--- config.mk ---
export PLATFORM = sky130hd
export DESIGN_NAME = cfg_succ_table
export DESIGN_NICKNAME = d
export VERILOG_FILES = /design/src/rtl/cfg_pkg.sv /design/src/rtl/cfg_succ_table.sv
export SDC_FILE = /design/constraint.sdc
export NUM_CORES = 2
export LEC_CHECK = 0
export BUFFER_PORTS_ARGS = -buffer_cell sky130_fd_sc_hd__buf_2
export CORE_MARGIN = 8
export CORE_UTILIZATION = 47
export DETAILED_ROUTE_END_ITERATION = 10
export PLACE_DENSITY = 0.67
export SLEW_MARGIN = 20
export SYNTH_ARGS = -nofsm -noshare
export SYNTH_HDL_FRONTEND = slang
export SYNTH_SLANG_ARGS = --single-unit
--- constraint.sdc ---
create_clock -name clk -period 2.45 [get_ports clk]
set_input_delay 0.1225 -clock clk [delete_from_list [all_inputs] [get_ports clk]]
set_output_delay 0.1225 -clock clk [all_outputs]
set_load 0.05 [all_outputs]
--- src/rtl/cfg_pkg.sv ---
package cfg_pkg;
  typedef enum logic [1:0] {
    CK_IDLE = 2'd0,
    CK_RUN  = 2'd1,
    CK_HALT = 2'd2
  } ck_state_t;

  typedef enum logic {
    WR_SLOT  = 1'b0,
    WR_COUNT = 1'b1
  } wr_kind_t;
endpackage

--- src/rtl/cfg_succ_table.sv ---
module cfg_succ_table #(
  parameter int ID_W  = 8,
  parameter int NODES = 64,
  parameter int SLOTS = 4,
  parameter int CNT_W = 3,
  localparam int NW = $clog2(NODES),
  localparam int SW = $clog2(SLOTS)
) (
  input  logic                  clk,
  input  logic                  rst_n,
  input  logic                  wr_en,
  input  logic                  wr_kind,
  input  logic [NW-1:0]         wr_node,
  input  logic [SW-1:0]         wr_slot,
  input  logic [ID_W-1:0]       wr_data,
  input  logic [NW-1:0]         rd_node,
  output logic [SLOTS*ID_W-1:0] rd_ids,
  output logic [CNT_W-1:0]      rd_cnt
);
  import cfg_pkg::*;

  logic [ID_W-1:0]  ids_q [NODES][SLOTS];
  logic [CNT_W-1:0] cnt_q [NODES];

  // successor identifiers carry no reset: a zero count hides them
  always_ff @(posedge clk) begin
    if (wr_en && wr_kind == WR_SLOT)
      ids_q[wr_node][wr_slot] <= wr_data;
  end

  always_ff @(posedge clk) begin
    if (!rst_n) begin
      for (int n = 0; n < NODES; n++) cnt_q[n] <= '0;
    end else if (wr_en && wr_kind == WR_COUNT) begin
      cnt_q[wr_node] <= wr_data[CNT_W-1:0];
    end
  end

  for (genvar s = 0; s < SLOTS; s++) begin : g_rd
    assign rd_ids[s*ID_W +: ID_W] = ids_q[rd_node][s];
  end

  assign rd_cnt = cnt_q[rd_node];
endmodule

Yosys cells after proc, flatten, opt, wreduce, memory -nomap -nowiden
Memories as Yosys holds them, arrays and structs flattened.
Cells that the tools add are included.

cells by class
  magnitude comparators = 2
  mux-type cells = 11
  bitwise logic cells = 2
  reductions and logical operators = 4

operators with widths
  operator                                                              count
  32-bit two-way mux                                                    1
  8-bit demux with 2-bit select                                         1
  8-bit two-way mux                                                     1
  1-bit two-way mux                                                     6
  6-bit two-way mux                                                     1
  3-bit greater-or-equal comparator, second input constant              1
  1-bit logical AND                                                     3
  3-bit by 1-bit < comparator with 1-bit output, second input constant  1
  3-bit two-way mux                                                     1
  2-bit inverter with 3-bit output                                      1
  3-bit OR reduction                                                    1
  1-bit inverter                                                        1

word-level totals
  flip-flop bits (word level) = 0
  RAM bits = 2,240
  bits of input ports = 26
  output and inout port bits = 35
  word-level logic and storage cells = 21
  memories = 2

memory list
  memory  depth  width  read ports  clocked after memory_dff  wr ports  line                  text
  ids_q   64     32     1           0                         1         cfg_succ_table.sv:22  logic [ID_W-1:0] ids_q [NODES][SLOTS];
  cnt_q   64     3      1           0                         64        cfg_succ_table.sv:23  logic [CNT_W-1:0] cnt_q [NODES];

Depth between registers and ports, before layout
  depth in word-level cells = 6
  mapped depth = 9
  mapped depth without buffers = 5

Worst setup path after synthesis
Ideal clock, no wire load.

  path kind = input-to-output
  start = in rd_node[1]
  end = out rd_ids[6]
  arrival = 2,793 ps
  required time = 2,328 ps
  path slack = -466 ps
  cell stages on the path = 7
  path buffers = 3
  path through = buf_2 buf_2 buf_2 nor2_1 a22oi_1 and3_1 nor4_1

between the ends
  longest elaborated chain between the ends = 1

RTL lines
  item                line                  text
  from (decl)         cfg_succ_table.sv:16  input logic [NW-1:0] rd_node,
  memory 64 x 32 bit  --
  to (decl)           cfg_succ_table.sv:17  output logic [SLOTS*ID_W-1:0] rd_ids,

No other way between the ends.

Final worst setup path
  start = mem ids_q[51][29] (netlist name)
  end = out rd_ids[5]

between the ends
  longest elaborated chain between the ends = 1

RTL lines
  item                line
  from (decl)         cfg_succ_table.sv:22
  memory 64 x 32 bit  --

No other way between the ends.

==> impl_metrics.env <==
export IMPL_core_um2=187000
export IMPL_clock_fmax_ghz=0.340
export IMPL_hpwl_um=161000
export IMPL_grt_usage=0.232
export IMPL_io_pins=61
export IMPL_slew_viol_final=0
export IMPL_grt_pass1_vias=47500
export IMPL_finalHoldViolations=0
export IMPL_crit_path_end_kind="primary output"
export IMPL_max_slew_worst_pin_slew_ns=1.05
export IMPL_gp_congestion=0.895
export IMPL_overflow=0
export IMPL_slew_headroom=0.296
export IMPL_num_nets_final=5077
export IMPL_cts_root_buffer="clkbuf_16"
export IMPL_path_clk_slew_ns=0.06
export IMPL_outcome="finished, violations left"
export IMPL_cts_max_path_buffers=3
export IMPL_synth_edf_count=2240
export IMPL_die_w_um=449
export IMPL_final_common_cell="edfxtp_1"
export IMPL_period_share=1.20
export IMPL_synth_flop_cell="edfxtp_1"
export IMPL_portBuffers=60
export IMPL_avgViaCountPerCell=6.15
export IMPL_cts_sinks=2240
export IMPL_power_density_nw_per_um2=764
export IMPL_fin_setup_tns_ns=-14.18
export IMPL_syn_area_per_cell_um2=20.4
export IMPL_synthCells=4320
export IMPL_cp_data_arrival_time_ns=2.81
export IMPL_worst_slack_ns=-0.487
export IMPL_rsz0062_at_grt="true"
export IMPL_peakVddDrop_uv=557
export IMPL_ant_nets=0
export IMPL_die_area_um2=202000
export IMPL_grt_max_degree=193
export IMPL_synthArstFlopShare=0
export IMPL_fin_crit_ns=2.94
export IMPL_hp_class="in2reg"
export IMPL_yosysWarnings=0
export IMPL_cts_tree="built"
export IMPL_layout_drive_gt1_share=0.362
export IMPL_worstHoldEndpoint="ids_q[0][7]"
export IMPL_violations="setup timing"
export IMPL_syn_to_final_growth_pct=20.1
export IMPL_hold_ws_ns=0.0878
export IMPL_power_total_mw=81.0
export IMPL_grt_pass1_wl_um=342000
export IMPL_row_count=159
export IMPL_path_class="reg2out"
export IMPL_fp_dieH_um=449
export IMPL_syn_num_nets=4346
export IMPL_worstPathMaxFanout=1
export IMPL_final_cell_mix="edfxtp_1, buf_4, mux4_2, nor2_1, clkbuf_16"
export IMPL_routedWlPerCell_um=31.0
export IMPL_drt_total_wl_um=240000
export IMPL_antenna_found_initial=12
export IMPL_leakage_nw=34.8
export IMPL_initial_utilization=0.471
export IMPL_min_path_cells=4
export IMPL_register_area_um2=67300
export IMPL_max_cap_violations=0
export IMPL_start_kind="register"
export IMPL_timing_final_setup_violations=35
export IMPL_first_pass_iters=8
export IMPL_fillers=13500
export IMPL_ys_ff_latch=2240
export IMPL_cts_buffers=211
export IMPL_drtIter0Drc=6384
export IMPL_cts_setup_buffers=0
export IMPL_timing_hold_worst_start="wr_slot[0]"
export IMPL_synth_cell_types=40
export IMPL_required_ns=2.33
export IMPL_multi_input_area_um2=21100
export IMPL_h_tree_depth=4
export IMPL_drc=0
export IMPL_synth_seq_area_share=0.762
export IMPL_syn_area_um2=88200
export IMPL_vias=47500
per-stage QoR:
stage / std cells / utilization / setup WS, ns / cell area [um2]
after floorplan: 4320 / - / -0.143 / 88300
after global placement: 7348 / 0.521 / -1.18 / 97500
after detailed placement: 7348 / 0.521 / -1.16 / 97500
after CTS: 7728 / 0.564 / -0.578 / 106000
after global routing: 7730 / 0.566 / -0.570 / 106000
final: 7731 / 0.566 / -0.487 / 106000
cell families after synthesis:
| group | count (synthesis) | share of synthesized area |
|---|---|---|
| flip-flops | 2240 | 0.762 |
| AND/OR/NAND/NOR | 790 | 0.0426 |
| multiplexers | 605 | 0.147 |
| AO/OA/AOI/OAI | 378 | 0.0304 |
| buffers and inverters | 307 | 0.0177 |
worst max-delay path, stage by stage (launching register included):
cell and delay, ns:
edfxtp_1 0.35, mux4_2 0.52, o22ai_4 0.27, nor3_4 0.11
nor2_4 0.25, a221oi_1 0.11, buf_4 0.21, buf_12 0.14
area by class of cell:
cell class,count,area share
clock buffers,254,0.0517
clock inverters,136,0.0130
repair buffers,824,0.0721
multi-input cells,1773,0.199
diodes,8,0.000189
inverters,1,0.0000354
flip-flops and latches,2240,0.635
well taps,2495,0.0295
how the worst max path moves through the flow:
stage	slack, ns	endpoint	cells past startpoint	startpoint
4_1_cts	-0.58	rd_ids[20]	7	ids_q[43][12]
3_3_place_gp	-1.18	rd_ids[11]	10	rd_node[0]
3_5_place_dp	-1.16	rd_ids[11]	10	rd_node[0]
6_report	-0.49	rd_ids[5]	7	ids_q[51][29]
2_1_floorplan	-0.14	rd_ids[27]	7	rd_node[1]
5_1_grt	-0.57	rd_ids[9]	7	ids_q[11][17]
routing by layer:
layer | up-vias | global-route usage | wire length (um)
met5 | - | 0 | 12
met4 | 2 | 0.111 | 12600
met3 | 487 | 0.0435 | 23700
met2 | 2738 | 0.364 | 113000
met1 | 24900 | 0.315 | 89900
li1 | 19500 | - | -
state kept, by name (all words and copies together) (netlist names):
signal  cells
ids_q    2048
cnt_q     192
cell usage after synthesis (8+ instances only):
| cell | number | area share |
|---|---|---|
| edfxtp_1 | 2240 | 0.76 |
| mux4_2 | 550 | 0.14 |
| nor2_1 | 378 | 0.016 |
| and3_1 | 200 | 0.014 |
| clkbuf_1 | 167 | 0.0071 |
| nand2_1 | 99 | 0.0042 |
| o22ai_1 | 85 | 0.0060 |
| o21ai_0 | 64 | 0.0036 |
| a221oi_1 | 57 | 0.0057 |
| a22oi_1 | 52 | 0.0044 |
| buf_2 | 51 | 0.0029 |
| a22o_1 | 48 | 0.0048 |
| mux2i_1 | 45 | 0.0051 |
| buf_4 | 37 | 0.0031 |
| nor3_1 | 37 | 0.0021 |
| buf_1 | 25 | 0.0011 |
| buf_6 | 22 | 0.0028 |
| a21oi_1 | 21 | 0.0012 |
| a211oi_1 | 20 | 0.0017 |
| o221ai_1 | 20 | 0.0020 |
| nor2b_1 | 17 | 0.0012 |
| a311oi_1 | 10 | 0.00099 |
| mux2_2 | 10 | 0.0013 |
| nand3_1 | 8 | 0.00045 |
| or3b_2 | 8 | 0.00079 |
report_power, final:
group	internal (mW)	switching [mW]
registers	42.3	0.0647
logic	2.39	3.65
clock network	18.3	14.2
total	63.0	17.9
repair_timing:
item / in CTS / in global routing
pin swaps: 76 / 31
endpoints found under the hold margin: 948 / 0
hold buffers: 10 / 0
resized for setup: 268 / 57
endpoints found under the setup margin: 35 / 35
(Power assumes the default switching activity.)
